`config.mk`:
```
export PLATFORM = sky130hd
export DESIGN_NAME = taskmap_mmu
export DESIGN_NICKNAME = d
export VERILOG_FILES = /design/src/rtl/taskmap_pkg.sv /design/src/rtl/taskmap_store.sv /design/src/rtl/taskmap_switch.sv /design/src/rtl/taskmap_guard.sv /design/src/rtl/taskmap_mmu.sv
export SDC_FILE = /design/constraint.sdc
export NUM_CORES = 2
export LEC_CHECK = 0
export ABC_CLOCK_PERIOD_IN_PS = 7400
export BUFFER_PORTS_ARGS = -buffer_cell sky130_fd_sc_hd__clkbuf_2
export CAP_MARGIN = 20
export CELL_PAD_IN_SITES_DETAIL_PLACEMENT = 1
export CELL_PAD_IN_SITES_GLOBAL_PLACEMENT = 1
export CORE_MARGIN = 1
export CORE_UTILIZATION = 25
export CTS_BUF_LIST = sky130_fd_sc_hd__clkbuf_8
export DETAILED_ROUTE_END_ITERATION = 8
export PLACE_DENSITY = 0.5
export SLEW_MARGIN = 20
export SYNTH_ARGS = -nofsm -noshare
export SYNTH_HDL_FRONTEND = slang
export SYNTH_SLANG_ARGS = --single-unit
```
`constraint.sdc`:
```
create_clock -name clk -period 7.4 [get_ports clk]
set_clock_uncertainty 0.2 [all_clocks]
set_input_delay 0.37 -clock clk [delete_from_list [all_inputs] [get_ports clk]]
set_output_delay 0.37 -clock clk [all_outputs]
set_load 0.03 [all_outputs]
```
`src/rtl/taskmap_pkg.sv`:
```
package taskmap_pkg;
    localparam int TASK_W     = 4;
    localparam int SEG_W      = 4;
    localparam int OFF_W      = 12;
    localparam int PAGE_W     = 12;
    localparam int IDX_W      = TASK_W + SEG_W;
    localparam int ENTRIES    = 1 << IDX_W;
    localparam int FETCH_WAIT = 7;

    typedef struct packed {
        logic              wr_ok;
        logic              rd_ok;
        logic [PAGE_W-1:0] page;
    } map_entry_t;

    // Power-up contents: tasks 0 and 1 share the identity map,
    // task n owns the 64 KB bank n.
    function automatic map_entry_t boot_entry(input logic [IDX_W-1:0] idx);
        map_entry_t e;
        e.wr_ok = 1'b1;
        e.rd_ok = 1'b1;
        if (idx[IDX_W-1:SEG_W] < 2)
            e.page = PAGE_W'(idx[SEG_W-1:0]);
        else
            e.page = PAGE_W'(idx);
        return e;
    endfunction
endpackage

```
`src/rtl/taskmap_store.sv`:
```
module taskmap_store
    import taskmap_pkg::*;
#(
    parameter int N_ENTRIES = ENTRIES
) (
    input  logic             clk,
    input  logic             rst,
    input  logic             sup,
    input  logic             we,
    input  logic [IDX_W-1:0] wr_idx,
    input  map_entry_t       wr_entry,
    input  logic [IDX_W-1:0] rd_idx,
    output map_entry_t       rd_entry
);
    map_entry_t mem [N_ENTRIES];

    always_ff @(posedge clk) begin
        if (rst) begin
            for (int i = 0; i < N_ENTRIES; i++)
                mem[i] <= boot_entry(IDX_W'(i));
        end else if (we && sup) begin
            mem[wr_idx] <= wr_entry;
        end
    end

    assign rd_entry = mem[rd_idx];

    // a user task cannot change an entry
    a_r8_user_map_locked: assert property (@(posedge clk) disable iff (rst)
        (we && !sup) |=> (mem[$past(wr_idx)] == $past(mem[wr_idx])));
endmodule

```
`src/rtl/taskmap_switch.sv`:
```
module taskmap_switch
    import taskmap_pkg::*;
#(
    parameter int WAIT = FETCH_WAIT
) (
    input  logic              clk,
    input  logic              rst,
    input  logic              task_we,
    input  logic [TASK_W-1:0] task_data,
    input  logic              m1,
    output logic [TASK_W-1:0] cur_task
);
    localparam int CNT_W = $clog2(WAIT + 1);
    localparam logic [CNT_W-1:0] LAST = CNT_W'(WAIT - 1);

    typedef enum logic {IDLE, ARMED} sw_state_t;

    sw_state_t         state;
    logic [CNT_W-1:0]  fetches;
    logic [TASK_W-1:0] target;
    logic              sup;

    assign sup = (cur_task == '0);

    always_ff @(posedge clk) begin
        if (rst) begin
            state    <= IDLE;
            fetches  <= '0;
            target   <= '0;
            cur_task <= '0;
        end else if (task_we && sup) begin
            state   <= ARMED;
            fetches <= '0;
            target  <= task_data;
        end else if (state == ARMED && m1) begin
            if (fetches == LAST) begin
                cur_task <= target;
                state    <= IDLE;
                fetches  <= '0;
            end else begin
                fetches <= fetches + 1'b1;
            end
        end
    end

    // the running task only moves on a fetch cycle
    a_r6_switch_on_fetch: assert property (@(posedge clk) disable iff (rst)
        !m1 |=> $stable(cur_task));
    // once a user task runs, it stays
    a_r8_user_keeps_task: assert property (@(posedge clk) disable iff (rst)
        (cur_task != '0) |=> $stable(cur_task));
    // an accepted task write always restarts the count
    a_r7_restart_count: assert property (@(posedge clk) disable iff (rst)
        (task_we && sup) |=> (fetches == '0 && state == ARMED));
endmodule

```
`src/rtl/taskmap_guard.sv`:
```
module taskmap_guard
    import taskmap_pkg::*;
(
    input  logic       clk,
    input  logic       rst,
    input  map_entry_t entry,
    input  logic       cpu_rd,
    input  logic       cpu_wr,
    output logic       bus_wr,
    output logic       viol
);
    logic denied;

    assign denied = (cpu_rd && !entry.rd_ok) || (cpu_wr && !entry.wr_ok);
    assign bus_wr = cpu_wr && entry.wr_ok;

    always_ff @(posedge clk) begin
        if (rst) viol <= 1'b0;
        else     viol <= denied;
    end

    // no strobe without a CPU write
    a_r4_strobe_needs_cpu: assert property (@(posedge clk) disable iff (rst)
        bus_wr |-> cpu_wr);
    // a flag always traces back to an access
    a_r5_flag_after_access: assert property (@(posedge clk) disable iff (rst)
        viol |-> $past(cpu_rd || cpu_wr));
endmodule

```
`src/rtl/taskmap_mmu.sv`:
```
module taskmap_mmu
    import taskmap_pkg::*;
(
    input  logic        clk,
    input  logic        rst,
    input  logic        map_we,
    input  logic [7:0]  map_idx,
    input  logic [15:0] map_data,
    input  logic        task_we,
    input  logic [3:0]  task_data,
    input  logic [15:0] cpu_addr,
    input  logic        cpu_rd,
    input  logic        cpu_wr,
    input  logic        cpu_m1,
    output logic [23:0] bus_addr,
    output logic        bus_wr,
    output logic        viol,
    output logic [3:0]  cur_task
);
    map_entry_t       wr_entry, rd_entry;
    logic [IDX_W-1:0] look_idx;
    logic             sup;

    assign sup      = (cur_task == '0);
    assign wr_entry = map_entry_t'(map_data[PAGE_W+1:0]);
    assign look_idx = {cur_task, cpu_addr[OFF_W+SEG_W-1:OFF_W]};

    taskmap_store u_store (
        .clk(clk), .rst(rst), .sup(sup), .we(map_we), .wr_idx(map_idx),
        .wr_entry(wr_entry), .rd_idx(look_idx), .rd_entry(rd_entry)
    );

    taskmap_switch u_switch (
        .clk(clk), .rst(rst), .task_we(task_we), .task_data(task_data),
        .m1(cpu_m1), .cur_task(cur_task)
    );

    taskmap_guard u_guard (
        .clk(clk), .rst(rst), .entry(rd_entry), .cpu_rd(cpu_rd),
        .cpu_wr(cpu_wr), .bus_wr(bus_wr), .viol(viol)
    );

    assign bus_addr = {rd_entry.page, cpu_addr[OFF_W-1:0]};
endmodule

```
# [Word-level counts from Yosys, hierarchy flattened]
# Memory sizes are Yosys's and may differ from the RTL's.
# Index checks and enable logic that the tools add are counted.
[word_totals] mem_count=1 ff_bits=13 wordCells=277 input_bits=51 mem_bits_rw=3584 out_inout_bits=30
[memory_table] name="u_store.mem" words=256 word_bits=14 read_ports=1 rd_clocked_by_memory_dff=0 wr=256 line="taskmap_store.sv:15" source="map_entry_t mem [N_ENTRIES];"
[classes] eq_ne=1 mux=252 n_addsub=1 bitwise=1 reduce_logical=16
[op_table] op="12-bit 2-to-1 mux" count=240
[op_table] op="14-bit 2-to-1 mux" count=1
[op_table] op="14-bit OR reduction" count=1
[op_table] op="1-bit 2-to-1 mux" count=9
[op_table] op="8-bit 2-to-1 mux" count=1
[op_table] op="1-bit logical AND" count=6
[op_table] op="4-bit zero test" count=1
[op_table] op="2-bit nonzero test" count=2
[op_table] op="3-bit by 1-bit adder with 3-bit output, second input constant" count=1
[op_table] op="3-bit == test, second input constant" count=1
[op_table] op="3-bit 2-to-1 mux" count=1
[op_table] op="3-bit AND reduction" count=1
[op_table] op="1-bit zero test" count=2
[op_table] op="2-bit AND reduction" count=1
[op_table] op="2-bit OR reduction" count=1
[op_table] op="1-bit logical OR" count=1
[op_table] op="1-bit NOT" count=1

# [Logic depth before layout (Yosys ltp)]
[logic_depth] ltp_word=7 ltp_mapped=13 depth_no_buf=7

# [Hierarchy]
# Synthesis repeated with hierarchy kept, for this count alone.
[hier_totals] hier_cells=11127 hier_area_um2=165637.6
[by_module_without_submodules] module="taskmap_store" area_per_inst_um2=164928.2 seq_area_each_um2=107623.2 cells_each=11048 instances=1
[by_module_without_submodules] module="taskmap_switch" area_per_inst_um2=550.5 seq_area_each_um2=240.2 cells_each=61 instances=1
[by_module_without_submodules] module="taskmap_mmu" area_per_inst_um2=102.6 seq_area_each_um2=0.0 cells_each=13 instances=1
[by_module_without_submodules] module="taskmap_guard" area_per_inst_um2=56.3 seq_area_each_um2=20.0 cells_each=5 instances=1

# [Least setup slack after synthesis]
# OpenSTA, ideal clock, no wires.
[synth_path] path_kind="input-to-output" start="in cpu_addr[13]" end="out bus_addr[12]" setup_slack_ns=4.014 t_arrival_ns=2.816 path_stages=9 path_buffers=5 t_required_ns=6.830 cell_sequence="buf_2 -> buf_4 -> buf_2 -> buf_2 -> buf_1 -> mux4_2 -> mux4_2 -> a221oi_1 -> o221ai_1"
[synth_between] elab_chain_len=1
[synth_lines] element="start, declared" line="taskmap_mmu.sv:11" source="input logic [15:0] cpu_addr,"
[synth_lines] element="memory 256 x 14 bit"
[synth_lines] element="end, declared" line="taskmap_mmu.sv:15" source="output logic [23:0] bus_addr,"
# Every way passes these cells.

# [Worst setup path after layout]
[layout_path] start="mem u_store.mem[2][6] (netlist bit)" end="out bus_addr[18]"
[layout_between] elab_chain_len=1
[layout_lines] element="start, declared" line="taskmap_store.sv:15"
[layout_lines] element="memory 256 x 14 bit"
# Every way passes these cells.

==> qor.txt <==
Most used DFF post-synth = edfxtp_1
CTS Hold Buffers Added = 66
Core area = 656000 sq um
DR pass1 iterations = 5
Antenna-violating nets left = 0
Register bit count reported by yosys = 3597
Final WL = 556000 microns
Max-slew violations = 0
Leakage = 59.7 nW
Site row count = 297
FFs w/ async S/R, synth = 0
Syn Std Cell Area = 165000 sq um
GRT Residual Overflow = 0
Fill cells = 68600
Max-cap violations = 0
Pwr per Cell Area = 232 nW/um^2
Hold worst-path end = u_store.mem[23][3]
Mapped Cells = 10400
CP Data Required Time = 6830 ps
Complex-gate fraction of the synthesized area = 0.0102
Count leader, synth = edfxtp_1
Wire per inst = 28.6 microns
Number of synthesized flops with an enable pin = 3584
Status = complete, no violations
CTS H-tree lvls = 6
R2R Path End = u_store.mem[171][13]
First-pass GRT wire length = 778000 microns
Worst-Skew Late Latency = 1280 ps
Max Freq = 0.167 GHz
Largest net degree at the start of global routing = 129
Syn_area_per_cell = 15.9 sq um
Yosys warns = 0
CTS tree = built
Share of layout cells above drive strength 1 = 0.233
Iteration-0 DRC Markers = 8270
Tmin final = 5980 ps
Initial core utilization = 0.251
Worst hold path class = in -> reg
Clock Sinks = 3597
CTS max path bufs = 4
Comb power frac = 0.072
Unrepaired setup endpoints after global routing = false
Slew HR = 0.146
NetSw = 11.0 mW
Tcrit/Tclk final = 0.809
Most instantiated cells after synthesis = edfxtp_1 (3584), and2_1 (2068), or3_1 (1520)
Worst-path clk slew = 60 ps
Die area = 662000 sq um
Number of port buffers = 54
Final hold vios = 0
Number of antenna violations at the first check in global routing = 61
Layout Nets = 10300
Die height = 814 microns
Min-Delay Path Depth = 3
Routed vias = 93800
Sw Share = 0.253
Post-synthesis xor/xnor area fraction = 0
CP Launch Type = flop
R2R Setup Slk = 2360 ps
Internal power = 32.3 mW
Largest family of logic cells by synthesized area = simple AND/OR/NAND/NOR gates
Mux contribution to synthesized area = 0.149
Slew @ Worst Pin = 1280 ps
I/O pin count = 81
Synth area leaders = edfxtp_1 (65%), mux4_2 (15%), and2_1 (7.9%)
Post-synth top area share = 0.653
Synth Area in Adders = 0
Reg power frac = 0.531
VDD IR max = 178 uV
Area leader, netlist = edfxtp_1
Total DRC errors in the routed layout = 0
Post-synthesis simple-gate area fraction = 0.157
Yosys cell types = 53
Synthesis-to-layout area growth = 13.2%
CTS resizes = 0
Endpoint type of the worst setup path = primary output
Root Buffer = clkbuf_8
TritonCTS Buffers = 626
Gr usage total = 0.163
Critical path data arrival time = 5410 ps
Worst Reg-to-Reg Cells = 9
WS Path Type = reg -> out
Final core utilization = 0.284
Final TNS setup = 0 ps
Final setup violation count = 0
Clock power frac = 0.397
Vias/cell = 4.82
Syn_nets = 10400
Hold Startpoint = map_data[3]
Placer's final routability congestion estimate = 0.789
Vias in the first global route = 100000
Sequential area share after synthesis = 0.655
HPWL after DPL = 341000 microns
Die X = 814 microns
Worst reg2reg startpoint = u_switch.cur_task[3]
Max FO, Critical Path = 1
# Post-CTS Setup Buffers = 0
-- placed cells by master (no fill, tap or decap), types with 19 or more instances in the layout --
cell / Yosys / routed
clkbuf_8: 0 / 649
clkbuf_2: 0 / 35
or3_1: 1520 / 1520
o221ai_1: 19 / 19
clkinv_1: 0 / 163
a21oi_1: 22 / 22
nor2_1: 279 / 276
dlygate4sd3_1: 0 / 64
or2_2: 258 / 258
diode_2: 0 / 28
a221oi_1: 28 / 28
clkinv_2: 0 / 43
nand2_1: 61 / 40
and2_1: 2068 / 2066
inv_1: 2 / 191
mux2i_1: 56 / 56
a22oi_1: 86 / 86
buf_12: 0 / 37
edfxtp_1: 3584 / 3584
buf_4: 30 / 280
a22o_1: 29 / 29
mux4_2: 1066 / 1066
-- how the worst max path moves through the flow --
stage,from,to,cells after the start
final,u_store.mem[2][6],bus_addr[18],7
after global routing,u_switch.cur_task[0],bus_wr,10
after CTS,u_store.mem[15][6],bus_addr[18],7
after detailed placement,cpu_addr[13],bus_addr[18],9
after global placement,cpu_addr[13],bus_addr[18],9
after floorplan,cpu_addr[13],bus_addr[12],9
-- flip-flops by register name, indices dropped and copies added (netlist names) --
| name | flops |
|---|---|
| u_switch.state | 1 |
| u_switch.cur_task | 4 |
| u_store.mem | 3584 |
| u_switch.fetches | 3 |
| u_switch.target | 4 |
| u_guard.viol | 1 |
-- routing by layer --
metal | vias up | track usage | part of all wire
li1 | 39500 | - | -
met1 | 50800 | 0.216 | 0.43
met2 | 2772 | 0.278 | 0.49
met3 | 756 | 0.0225 | 0.051
met4 | 2 | 0.0488 | 0.031
met5 | - | 0 | 0.000022
-- kinds of logic (layout without fill, tap and decap cells) --
kind of cell | after synthesis | after routing
mux | 1127 | 1127
buf+inv | 1153 | 1541
simple gates | 4269 | 4269
other cells | 0 | 28
flops | 3597 | 3597
compound gates | 220 | 220
-- power by group through the flow --
stage                     combinational, mW  sequential (mW)  clock, mW
after CTS                              3.19             23.0       17.6
after global placement                 3.12             23.4          0
after global routing                   3.26             23.0       18.3
final                                  3.12             23.0       17.2
after detailed placement               3.15             23.4          0
after floorplan                        1.77             23.3          0
-- layout make-up --
type,instances,area (sq um),share of cell area
diodes,28,70.1,0.000376
clock buffers,649,8930,0.0479
clock inverters,452,2270,0.0122
inverters,2,7.51,0.0000403
multi-input cells,5616,52500,0.281
flip-flops and latches,3597,108000,0.579
well taps,8671,10800,0.0582
repair buffers,438,3970,0.0213
-- critical path, stage by stage (launching register included) --
cell	delay, ps
edfxtp_1	370
mux4_2	510
mux4_2	550
a22oi_1	650
nand2_1	370
a22oi_1	700
o221ai_1	630
clkbuf_2	340
-- metrics by stage --
step / setup WS [ps] / cells / total power, mW / hold WS, ps / area [sq um]
after floorplan: 4010 / 10400 / 25.1 / 260 / 165000
after global placement: 1560 / 18300 / 26.5 / 291 / 174000
after detailed placement: 1640 / 18300 / 26.6 / 301 / 175000
after CTS: 1270 / 19400 / 43.8 / 5.68 / 186000
after global routing: 1470 / 19400 / 44.6 / 59.1 / 186000
final: 1420 / 19500 / 43.3 / 145 / 186000
No activity file was read; power rests on OpenSTA's default activity.
